[config.mk]
export PLATFORM = sky130hd
export DESIGN_NAME = gpio_edge_irq
export DESIGN_NICKNAME = d
export VERILOG_FILES = /design/src/rtl/gpio_edge_pkg.sv /design/src/rtl/gpio_edge_ctl.sv /design/src/rtl/gpio_edge_dp.sv /design/src/rtl/gpio_edge_irq.sv
export SDC_FILE = /design/constraint.sdc
export NUM_CORES = 1
export LEC_CHECK = 0
export BUFFER_PORTS_ARGS = -buffer_cell sky130_fd_sc_hd__buf_4
export CAP_MARGIN = 20
export CORE_UTILIZATION = 50
export DETAILED_ROUTE_END_ITERATION = 6
export PLACE_DENSITY = 0.73
export SYNTH_ARGS = -nofsm -noshare
export SYNTH_HDL_FRONTEND = slang
export SYNTH_SLANG_ARGS = --single-unit
[constraint.sdc]
create_clock -name clk -period 2.67 [get_ports clk]
set_clock_uncertainty 0.2 [all_clocks]
set_input_delay 0.267 -clock clk [delete_from_list [all_inputs] [get_ports clk]]
set_output_delay 0.267 -clock clk [all_outputs]
set_load 0.03 [all_outputs]
[src/rtl/gpio_edge_pkg.sv]
package gpio_edge_pkg;
  localparam int SEL_W = 4;
  localparam int EN_W = 32;
  localparam int RISE_OFS = 16;

  typedef struct packed {
    logic sampleEn;
    logic restart;
  } smpStrobe_t;
endpackage

[src/rtl/gpio_edge_ctl.sv]
module gpio_edge_ctl
  import gpio_edge_pkg::*;
#(
  parameter int SELW = SEL_W
) (
  input  logic            clk,
  input  logic            rst_n,
  input  logic [SELW-1:0] sampleSel,
  input  logic            slowSrc,
  input  logic            slowTick,
  output smpStrobe_t      strb
);
  localparam int CNT_W = (1 << SELW) - 1;

  logic [SELW-1:0]  selQ;
  logic             srcQ;
  logic [CNT_W-1:0] cnt;
  logic [CNT_W-1:0] lastCnt;
  logic             countTick;
  logic             restart;
  logic             atLast;

  always_comb begin
    restart   = (sampleSel != selQ) || (slowSrc != srcQ);
    countTick = slowSrc ? slowTick : 1'b1;
    lastCnt   = ~({CNT_W{1'b1}} << sampleSel);
    atLast    = (cnt == lastCnt);
    strb.restart  = restart;
    strb.sampleEn = countTick && !restart && atLast;
  end

  always_ff @(posedge clk or negedge rst_n) begin
    if (!rst_n) begin
      selQ <= '0;
      srcQ <= 1'b0;
      cnt  <= '0;
    end else begin
      selQ <= sampleSel;
      srcQ <= slowSrc;
      if (restart)        cnt <= '0;
      else if (countTick) cnt <= atLast ? '0 : cnt + 1'b1;
    end
  end

  // with the slow source, no sample without a tick
  a_r2_slow_needs_tick: assert property (@(posedge clk) disable iff (!rst_n)
    (slowSrc && !slowTick) |-> !strb.sampleEn);

  // a sample never directly follows a select change
  a_r3_fresh_count: assert property (@(posedge clk) disable iff (!rst_n)
    (strb.sampleEn && sampleSel != '0 && !slowSrc) |-> $stable(sampleSel));
endmodule

[src/rtl/gpio_edge_dp.sv]
module gpio_edge_dp
  import gpio_edge_pkg::*;
#(
  parameter int NUM_PINS = 16
) (
  input  logic                clk,
  input  logic                rst_n,
  input  smpStrobe_t          strb,
  input  logic [NUM_PINS-1:0] pinIn,
  input  logic [EN_W-1:0]     edgeEn,
  input  logic                alwaysOn,
  input  logic [NUM_PINS-1:0] clearMask,
  output logic [NUM_PINS-1:0] pending
);
  logic [NUM_PINS-1:0] sync1, sync2, prevSmp, accepted;
  logic [NUM_PINS-1:0] acceptMask, riseHit, fallHit, setVec;
  logic [1:0]          settleCnt;
  logic                settled;

  always_comb begin
    settled    = (settleCnt == 2'd3);
    acceptMask = (settled && strb.sampleEn) ? ~(sync2 ^ prevSmp) : '0;
    riseHit    = acceptMask & sync2 & ~accepted;
    fallHit    = acceptMask & ~sync2 & accepted;
  end

  for (genvar i = 0; i < NUM_PINS; i++) begin : g_pin
    logic riseEn, fallEn, detActive;
    assign riseEn    = edgeEn[RISE_OFS + i];
    assign fallEn    = edgeEn[i];
    assign detActive = alwaysOn | riseEn | fallEn;
    assign setVec[i] = detActive & ((riseHit[i] & riseEn) | (fallHit[i] & fallEn));

    // a detector with both enables off sets nothing
    a_r8_gated_quiet: assert property (@(posedge clk) disable iff (!rst_n)
      !(riseEn || fallEn) |=> !$rose(pending[i]));
  end

  always_ff @(posedge clk or negedge rst_n) begin
    if (!rst_n) begin
      sync1     <= '0;
      sync2     <= '0;
      prevSmp   <= '0;
      accepted  <= '0;
      settleCnt <= '0;
      pending   <= '0;
    end else begin
      sync1 <= pinIn;
      sync2 <= sync1;
      if (!settled) begin
        settleCnt <= settleCnt + 2'd1;
        accepted  <= sync2;
        prevSmp   <= sync2;
      end else if (strb.restart) begin
        prevSmp <= accepted;
      end else if (strb.sampleEn) begin
        prevSmp  <= sync2;
        accepted <= (accepted & ~acceptMask) | (sync2 & acceptMask);
      end
      pending <= (pending & ~clearMask) | setVec;
    end
  end

  // accepted levels move only on a sample strobe once settled
  a_r4_accept_on_sample: assert property (@(posedge clk) disable iff (!rst_n)
    (settled && !strb.sampleEn) |=> $stable(accepted));

  // a new flag always follows a sample strobe
  a_r5_set_after_sample: assert property (@(posedge clk) disable iff (!rst_n)
    (|(pending & ~$past(pending))) |-> $past(strb.sampleEn));

  // flags drop only where the clear mask was set
  a_r9_sticky_flag: assert property (@(posedge clk) disable iff (!rst_n)
    ((pending & $past(pending) & ~$past(clearMask)) == ($past(pending) & ~$past(clearMask))));
endmodule

[src/rtl/gpio_edge_irq.sv]
module gpio_edge_irq
  import gpio_edge_pkg::*;
#(
  parameter int NUM_PINS = 16
) (
  input  logic                clk,
  input  logic                rst_n,
  input  logic [NUM_PINS-1:0] pinIn,
  input  logic [SEL_W-1:0]    sampleSel,
  input  logic                slowSrc,
  input  logic                slowTick,
  input  logic                alwaysOn,
  input  logic [EN_W-1:0]     edgeEn,
  input  logic [NUM_PINS-1:0] clearMask,
  output logic [NUM_PINS-1:0] pending,
  output logic                irq
);
  smpStrobe_t strb;

  gpio_edge_ctl #(.SELW(SEL_W)) u_ctl (
    .clk      (clk),
    .rst_n    (rst_n),
    .sampleSel(sampleSel),
    .slowSrc  (slowSrc),
    .slowTick (slowTick),
    .strb     (strb)
  );

  gpio_edge_dp #(.NUM_PINS(NUM_PINS)) u_dp (
    .clk      (clk),
    .rst_n    (rst_n),
    .strb     (strb),
    .pinIn    (pinIn),
    .edgeEn   (edgeEn),
    .alwaysOn (alwaysOn),
    .clearMask(clearMask),
    .pending  (pending)
  );

  assign irq = |pending;

  // no interrupt unless some flag stays pending
  a_r10_irq_empty: assert property (@(posedge clk) disable iff (!rst_n)
    (pending == '0) |-> !irq);
endmodule

* After elaboration in Yosys (flattened, before gate mapping)
Index checks and enable logic that the tools add are counted. Widths: inputs -> output; s select.
Word-level totals: bits in registers 102, bits in latches 0, memory bits (writable) 0, bits in read-only memories 0, bits of input ports 73, output and inout bits 17, logic and storage cells 149, memories 0
Operators by class: add/subtract/negate cells 2, multiply operators 0, div/mod/pow operators 0, order comparisons 0, eq/ne operators 7, shift operators 1, multiplexer cells 11, bitwise operators 111, reductions and logical operators 8
Operators with widths (count):
- $mux 16 | 7
- $and 16x16->16 | 6
- $not 16->16 | 5
- $and 1x1->1 | 48
- $or 1x1->1 | 48
- $mux 15 | 3
- $or 16x16->16 | 2
- $reduce_or 16->1 | 1
- $xor 16x16->16 | 1
- $add 15x1->15 const B | 1
- $eq 15x15->1 | 1
- $not 15->15 | 1
- $shl 15x4->15 const A | 1
- $ne 4x4->1 | 1
- $logic_and 1x1->1 | 3
- $ne 3x2->1 const B | 1
- $add 2x1->2 const B | 1
- $eq 2x2->1 const B | 1
- $ne 2x1->1 const B | 1
- $ne 2x2->1 const B | 1
- $reduce_and 2->1 | 1
- $reduce_bool 2->1 | 1
- $logic_not 1->1 | 1
- $logic_or 1x1->1 | 1
- 2 further kinds | 2

* Depth between registers and ports, before layout
Gate-level depths: netlist of the first run.
depth in word-level cells 13, mapped depth 10, gate-level depth less buffers 8

* Cells and area by module
A second synthesis of the first run with hierarchy kept.
Unflattened totals: cell total of the unflattened synthesis 510, area total of the unflattened synthesis 5170.0 µm²
By module, submodules not included:
- gpio_edge_dp | times used 1, cells an instance 296, area an instance 3465.8 µm², sequential area each 2052.0 µm²
- gpio_edge_ctl | times used 1, cells an instance 209, area an instance 1672.9 µm², sequential area each 500.5 µm²
- gpio_edge_irq | times used 1, cells an instance 5, area an instance 31.3 µm², sequential area each 0.0 µm²

* Least setup slack after synthesis of the first run
OpenSTA, ideal clock, no wires.
kind register to register, start point register u_ctl.cnt[3], end point register u_dp.prevSmp[10], library setup time 0.125 ns, arrival time 2.350 ns, data required time 2.345 ns, setup slack -0.005 ns, stages on the path, launching flop included 10, path buffers 2, clock period less this slack 2.675 ns, cell sequence dfrtp_1 buf_6 or4_4 o211ai_2 o2111ai_2 nor4_4 nand3_4 nor3b_4 buf_6 mux2_4
On the way: word-level cells in the longest chain between the ends 3
Ends and longest elaborated chain:
- from (decl) | RTL line gpio_edge_ctl.sv:17 | logic [CNT_W-1:0] cnt;
- from (signal assigned) | RTL line gpio_edge_ctl.sv:41 | else if (countTick) cnt <= atLast ? '0 : cnt + 1'b1;
- $eq 15x15->1 | RTL line gpio_edge_ctl.sv:27 | atLast = (cnt == lastCnt);
- $logic_and 1x1->1 | RTL line gpio_edge_ctl.sv:29 | strb.sampleEn = countTick && !restart && atLast;
- $ne 3x2->1 (no line)
- to (signal assigned) | RTL line gpio_edge_dp.sv:53 | prevSmp <= sync2;
- to (signal assigned) | RTL line gpio_edge_dp.sv:55 | prevSmp <= accepted;
- to (signal assigned) | RTL line gpio_edge_dp.sv:57 | prevSmp <= sync2;
- to (decl) | RTL line gpio_edge_dp.sv:15 | logic [NUM_PINS-1:0] sync1, sync2, prevSmp, accepted;
No other way between the ends. A chain may end at the register's enable or synchronous reset.

* Worst setup path after layout of the first run
start point register u_ctl.cnt[13], end point register u_dp.prevSmp[10]
Same word-level chain as after synthesis.

==> results of run 1 <==
[cells by family after synthesis]
logic type,count (synthesis)
buf+inv,65
xor+xnor,11
compound gates,123
mux,19
simple gates,172
flops,102
fa+ha+maj,2
[timing repair]
item / 4_1_cts / 5_1_grt
setup endpoints to repair: 0 / 12
buffers inserted: 0 / 1
resized for setup: 0 / 1
endpoints found under the hold margin: 93 / 0
hold buffers: 38 / 0
[worst max-delay path: cells and delay by family, from the launching register on]
kind                   cells  cell delay, ns
and+or+nand+nor            4            1.06
muxes                      1            0.30
DFF                        1            0.45
buffers and inverters      1            0.18
AOI/OAI and AO/OA          2            0.26
[cell type report]
class	count	share of cell area
sequential	102	0.387
multi-input combinational	327	0.333
timing repair buffer	155	0.198
tap	133	0.0252
inverter	38	0.0216
clock buffer	10	0.0209
clock inverter	6	0.0140
[where the power goes]
part           total (mW)  internal [mW]  leakage (nW)  switching [mW]
registers            1.61           1.58          1.16          0.0316
clock network        1.12          0.559         0.109           0.558
logic               0.273          0.159          1.56           0.113
[cells in the mapped netlist (8+ instances only)]
cell,instances
a21oi_1,8
inv_1,38
and3_1,19
mux2_2,8
nor4b_1,15
o22ai_1,16
clkbuf_1,14
mux2_4,10
nor2_1,14
a41oi_1,15
dfrtp_1,102
nor4_1,8
xnor2_1,8
a311o_1,17
o21ai_0,45
buf_2,9
nand3_1,27
nand2_1,57
[worst paths after layout]
path | endpoint | start | depth (start not counted) | slack (ns)
max | u_dp.prevSmp[10] | u_ctl.cnt[13] | 8 | 0.10
min | u_dp.pending[15] | edgeEn[15] | 3 | 0.01
max reg2reg | u_dp.prevSmp[10] | u_ctl.cnt[13] | 8 | 0.10
min reg2reg | u_dp.sync2[11] | u_dp.sync1[11] | 0 | 0.15
max in group asynchronous | u_dp.sync2[5] | rst_n | 3 | 1.27
min in group asynchronous | u_dp.sync2[14] | rst_n | 2 | 0.29
[layer usage]
layer,wire [µm],share of wire
met1,5180,0.41
met2,6560,0.52
met3,524,0.042
met4,244,0.020
met5,0,0
[cells in the final DEF, fill, tap and decap left out, types with 3 or more instances in the layout]
master and instances:
nor2_1 14, clkbuf_8 10, xor2_1 3, a21boi_0 4, nor3_1 5, buf_4 113
a22o_1 3, o21ai_0 45, mux2_4 10, nor4_1 8, mux2_2 8, dfrtp_1 101
nand2_1 57, nor3b_1 4, o22ai_1 16, inv_1 38, a21oi_1 8, dlygate4sd3_1 38
buf_12 4, nor4b_1 15, nor2b_1 4, a311o_1 17, a41oi_1 15, nand3_1 27
and2_1 3, and3_1 19, nand3b_1 3, xnor2_1 8, nand4_1 3
==> metrics.txt, run 1 <==
status=finished clean; gpl congestion=0.775; required time of the critical path=2.73 ns; crit path capture type=flop; crit path max fanout=7; top_reg_cell synth=dfrtp_1; WL per Instance=16.2 µm; total gr overflow=0; yosys warns=0; Post-Synth Adder-Cell Area=0.00497; # fillers=777; clk sinks=102; Slew headroom=0.494; leading area contributor after synthesis=dfrtp_1; largest cells by area after synthesis=dfrtp_1, o21ai_0, nand2_1; Via density=5.67; area fraction in compound gates after synthesis=0.171; post-DP HPWL=8380 µm; Gate Count Post-Synth=around 500; number of instances in the placed design=716; Max-Cap Viols=0; first-iteration detailed-routing DRC count=184; WP data arrival=2.62 ns; CTS Buffer Depth=2; setup violators final=0; static leakage=~2.8 nW; Finished Cell Area=6600 µm²; Core Box Area=9770 µm²; number of antenna violations at the first check in global routing=0; io pins=90; EDFF count, synth=0; power per standard cell area=455 nW/µm²; root buf cell=clkbuf_8; met2 GRT Util=0.433; pin count of the biggest net entering global routing=58; Pre-antenna DRT Iters=5; Startpoint Class=flop; Final Routed Wirelength=12500 µm; DRC Markers=0; setup ws final=about 0.10 ns; first-pass GRT wire length=~20000 µm; fmax=390 MHz; CP Cell Sequence=or4_4 -> o211ai_2 -> o2111ai_2 -> nor4_4 -> nand3_4 -> nor3b_4 -> buf_12 -> mux2_4; fin crit share=0.961; layout cell share with drive strength beyond 1=0.252; Most Used Layer, Global Route=met2; utilization after layout=0.675; post-synth cell types=53; Syn Nets=about 570; area grow syn2layout=31.2%; Max rail drop VDD=327 µV; Post-synth ARST share=1.00; combinational family with the most area after synthesis=simple AND/OR/NAND/NOR gates; port bufs=just under 90; DP Area=5980 µm²; clk slew on worst S/H paths=0.11 ns; die area=10500 µm²; mapped cell area=between 5000 and 6000 µm²; unrepaired setup endpoints after global routing=false; HP Class=in2reg; met3 usage=0.0513; area share of the largest cell type after synthesis=0.507; Final Power=3.00 mW; M1 GR Usage=0.301; setup TNS=0 ns; final hold viol count=0; diode count=0; Initial Util=0.515; pre-CTS WS=-0.00661 ns; synthesized area per cell=between 10 and 15 µm²; Final Net Count=708; hold_ws=0.0141 ns; mux contribution to synthesized area=0.0497; post-synthesis sequential area ratio=0.507; worst skew pair latency=0.37 ns; vias in the first global route=4230; worst-margin pin slew=0.759 ns; max incr delay on CP=0.45 ns; Final ANT Viol Nets=0; total track usage=0.246; TritonCTS Buffers=9; vias post-DR=4375; Crit Path Category=reg2reg; Die W=102 µm; final std cells w/o fill=771; simple-gate portion of the synthesized area=0.192; Multi-input gate area=around 2200 µm²; Seq. cell area=2550 µm²; Die Y-Extent=~100 µm; row cnt=36; XOR/XNOR Fraction of Synth Area=0.0191; number of H-tree levels=3; critical path's slowest cell=dfrtp_1; max-slew violations=0; Seq cells post-synth=102; CTS tree=yes; fin crit period=2.57 ns
Power figures use the tool's default switching activity.
==> run 2, diff against run 1 <==
- PLACE_DENSITY: 0.73 -> 0.7
- clock period: 2.67 -> 3.3 ns (I/O delays scaled with it)
==> run 2 against run 1 <==
  * Sequential cell count unchanged
  * Routed wire length is 3.8% lower
  * Largest power group unchanged
  * Via count fell by 3.4%
  * Total power decreased by 21%
  * Critical path depth up 2
  * Design area down 2.6%
  * Highest routed layer unchanged
  * Core utilization is 1.8 points lower
==> metrics.txt, run 2 (synthesis results as in run 1) <==
fin crit share=0.929; number of H-tree levels=3; clk sinks=around 100; io pins=90; fmax=326 MHz; Slew headroom=0.553; Max-Cap Viols=0; port bufs=88; most frequent cells in the layout=dfrtp_1, buf_4, nand2_1, o21ai_0; Final Routed Wirelength=around 12000 µm; gpl congestion=0.801; Initial Util=0.515; worst-margin pin slew=about 0.67 ns; DRC Markers=0; Hold Crit Start=edgeEn[15]; diode count=0; layout cell share with drive strength beyond 1=0.230; fin crit period=slightly above 3 ns; power per standard cell area=367 nW/µm²; Max rail drop VDD=230 µV; Die W=102 µm; Core Box Area=9770 µm²; hold_buf cts=38; clk slew on worst S/H paths=0.11 ns; final hold viol count=0; area grow syn2layout=27.7%; max-slew violations=0; WL per Instance=approximately 16 µm; vias post-DR=4226; row cnt=36; pin count of the biggest net entering global routing=53; Via density=approximately 5.6; status=finished clean; Die Y-Extent=102 µm; CTS resizes=0; total track usage=0.244; total gr overflow=0; vias in the first global route=4144; die area=about 10000 µm²; first-iteration detailed-routing DRC count=232; setup TNS=0 ns; crit path capture type=flop; DP Area=a little under 6000 µm²; CP startpoint=sampleSel[3]; setup violators final=0; number of antenna violations at the first check in global routing=0; Final ANT Viol Nets=0; post-DP HPWL=8160 µm; Startpoint Class=primary input; worst skew pair latency=0.37 ns; first-pass GRT wire length=19600 µm; CTS Buffer Depth=2; Finished Cell Area=between 6000 and 7000 µm²; post-CTS setup buffer count=0; crit path max fanout=25; WP data arrival=3.14 ns; Pre-antenna DRT Iters=5; Final Net Count=691; HP Class=in2reg; CTS tree=yes; TritonCTS Buffers=9; startpoint of the worst register-to-register path=u_ctl.cnt[13]; required time of the critical path=3.37 ns; commonest non-fill, non-tap cell in the layout=dfrtp_1; static leakage=2.74 nW; unrepaired setup endpoints after global routing=false; root buf cell=clkbuf_8; Final Power=2.36 mW; Crit Path Category=in2reg
[run 2: area by class of cell]
class,instances,area (µm²)
inverter,38,143
sequential,102,2550
clock inverter,7,91.3
clock buffer,9,124
timing repair buffer,138,1150
fill,802,3350
multi-input combinational,327,2200
tap,133,166
[run 2: worst paths after layout]
kind | endpoint | slack (ns) | depth (start not counted)
worst max-delay path | flop | 0.23 | 10
worst min-delay path | u_dp.pending[15] | 0.06 | 3
worst max register to register | flop | 0.56 | 8
worst min register to register | u_dp.sync2[12] | 0.15 | 0
max in group asynchronous | u_dp.prevSmp[9] | 1.88 | 3
min in group asynchronous | u_dp.sync1[1] | 0.32 | 2
[run 2: metal layers]
| layer | up-vias | wire length [µm] | GRT usage | share of wire |
|---|---|---|---|---|
| li1 | 2043 | - | - | - |
| met1 | 2077 | 5270 | 0.322 | 0.44 |
| met2 | 102 | 6210 | 0.416 | 0.52 |
| met3 | 4 | 494 | 0.0458 | 0.041 |
| met4 | 0 | 60 | 0.0604 | 0.0050 |
| met5 | - | 0 | 0 | 0 |
[run 2: critical path, stage by stage]
cell           delay [ns]
dlygate4sd3_1        0.53
buf_4                0.21
or4_4                0.53
o211ai_2             0.10
o2111ai_2            0.17
nor4_4               0.43
nand3_4              0.10
buf_4                0.22
and3_1               0.20
a311o_1              0.31
[run 2: where the power goes]
group          total [mW]  switching [mW]  internal (mW)
logic               0.210          0.0893          0.121
registers            1.30          0.0249           1.28
clock network       0.844           0.474          0.369
[run 2: through the flow]
step	util	hold slack, ns	setup slack [ns]	instances
after floorplan	-	-0.166	0.625	494
after global placement	0.595	0.132	0.123	699
after detailed placement	0.595	0.136	0.0853	699
after CTS	0.656	0.0460	0.0136	753
after global routing	0.657	0.0788	0.134	754
final	0.657	0.0629	0.234	754
==> run 3, diff against run 2 <==
- CAP_MARGIN: 20 -> not set
- SETUP_SLACK_MARGIN: not set -> 0.4
==> run 3 against run 2 <==
  * Sequential share of layout area is 0.70 points lower
  * Via count increased by 1.9%
  * Clock-buffer cell count stayed put
  * Register-to-register slack worse by 0.03 ns
  * Sequential power is essentially flat
  * Design area grew 1.8%
  * Non-clock buffer count increased by 9
  * Total power increased by 0.43%
  * Routed wire length up 4.1%
  * Critical path type is now reg2reg
  * Largest cell class unchanged
  * First-iteration DRC count grew 9.1%
  * Sequential cell count is the same
==> metrics.txt, run 3 (synthesis results as in run 1) <==
# fillers=about 780; Pre-antenna DRT Iters=5; worst-margin pin slew=roughly 0.67 ns; setup slack, reg-to-reg=around 0.53 ns; CTS Buffer Depth=2; fin crit share=0.840; total track usage=0.245; diode count=0; DP Area=5820 µm²; commonest non-fill, non-tap cell in the layout=dfrtp_1; Startpoint Class=flop; switching power=0.590 mW; Reg power frac=0.551; Core Box Area=9770 µm²; pre-CTS WS=0.0853 ns; root buf cell=clkbuf_8; Max-Cap Viols=0; first-pass GRT wire length=19700 µm; number of H-tree levels=3; vias in the first global route=4154; critical path's slowest cell=dfrtp_1; Slew headroom=0.553; power per standard cell area=362 nW/µm²; Final Routed Wirelength=12500 µm; first-iteration detailed-routing DRC count=between 200 and 300; fin crit period=2.77 ns; CP Cell Sequence=or4_4 -> o211ai_2 -> o2111ai_2 -> nor4_4 -> buf_4 -> nand3_4 -> nor3b_4 -> buf_6 -> clkbuf_16 -> mux2_4; Net Sw Frac=0.249; cell family with most CP delay=simple AND/OR/NAND/NOR gates; Initial Util=0.515; Hold Path End=u_dp.pending[15]; WP data arrival=between 2 and 3 ns; setup ws final=between 0.5 and 0.6 ns; CTS tree=yes; io pins=90; Internal Power=1.78 mW; total gr overflow=0; clk sinks=102; Die W=102 µm; pin count of the biggest net entering global routing=53; post-DP HPWL=8160 µm; most frequent cells in the layout=dfrtp_1, buf_4, nand2_1, o21ai_0, inv_1; hold_ws=~0.069 ns; worst skew pair latency=approximately 0.37 ns; Finished Cell Area=6540 µm²; CP Depth=10; max incr delay on CP=0.47 ns; Final Net Count=700; Via density=5.64; crit path max fanout=8; unrepaired setup endpoints after global routing=false; max-slew violations=0; Combinational Power Share=0.094; fmax=roughly 360 MHz; Max rail drop VDD=231 µV; row cnt=36; vias post-DR=4306; layout cell share with drive strength beyond 1=0.246; die area=10500 µm²; clk slew on worst S/H paths=roughly 0.1 ns; Hold Path Stages=3; WL per Instance=about 16 µm; Crit Path Category=reg2reg; R2R depth=10; TritonCTS Buffers=9; Clock power frac=0.355; utilization after layout=0.669; setup TNS=0 ns; gpl congestion=approximately 0.80; RR Endpoint=u_dp.prevSmp[5]; port bufs=slightly below 90; startpoint of the worst register-to-register path=u_ctl.cnt[13]; status=finished clean; DRC Markers=0; final hold viol count=0; area grow syn2layout=30.0%; Die Y-Extent=102 µm; Final ANT Viol Nets=0; static leakage=2.81 nW; setup violators final=0; HP Class=in2reg; CP bufs+invs=3; crit path capture type=flop; number of antenna violations at the first check in global routing=0; Hold Crit Start=edgeEn[15]; required time of the critical path=around 3.4 ns
==> run 3: cell count changes in the layout (fill, tap and decap cells not counted), moves of 2 or more <==
cell / change
dlymetal6s4s_1: +2
o21ai_0: -2
buf_4: +3
buf_6: +3
dlygate4sd3_1: -2
==> run 3: timing repair <==
item,CTS,global route
pin swaps,0,5
setup buffers,1,7
endpoints found under the setup margin,16,29
gates resized for setup,0,11
hold buffers,38,0
cloned,0,2
hold endpoints to repair,88,0
==> run 3: power by group through the flow <==
stage	clock network, mW	logic (mW)	registers [mW]
after CTS	0.870	0.213	1.30
after detailed placement	0	0.175	1.33
after floorplan	0	0.0706	1.32
after global routing	0.914	0.243	1.31
after global placement	0	0.170	1.33
final	0.841	0.223	1.30
==> run 3: how the worst max path moves through the flow <==
stage                        from  slack [ns]          endpoint
finish              u_ctl.cnt[13]        0.53   u_dp.prevSmp[5]
global route        u_ctl.cnt[13]        0.42   u_dp.prevSmp[5]
CTS                  sampleSel[1]        0.42              flop
detailed placement   sampleSel[1]        0.09  u_dp.prevSmp[15]
global placement     sampleSel[2]        0.12   u_dp.prevSmp[3]
floorplan            u_ctl.cnt[3]        0.63  u_dp.prevSmp[10]
==> run 3: metal layers <==
layer / GRT usage / part of all wire / routed length [µm]
met5: 0 / 0 / 0
met2: 0.418 / 0.53 / 6620
met3: 0.0458 / 0.035 / 437
met4: 0.0604 / 0.0065 / 82
met1: 0.324 / 0.43 / 5390
==> run 3: layout make-up <==
class,instances,area (µm²),area share
multi-input combinational,327,2210,0.338
clock buffer,9,124,0.0189
clock inverter,7,91.3,0.0140
sequential,102,2550,0.390
timing repair buffer,147,1250,0.192
inverter,38,143,0.0218
tap,133,166,0.0254
==> run 3: worst register-to-register path, delay by kind of cell (launching register included) <==
| kind | cells | cell delay (ns) |
|---|---|---|
| mux | 1 | 0.30 |
| compound gates | 2 | 0.27 |
| simple gates | 4 | 0.93 |
| flops | 1 | 0.47 |
| buf+inv | 3 | 0.50 |
==> run 3: metrics by stage <==
stage	total power, mW	cells
final	2.37	763
after global routing	2.46	763
after detailed placement	1.50	699
after floorplan	1.39	494
after CTS	2.39	754
after global placement	1.49	699
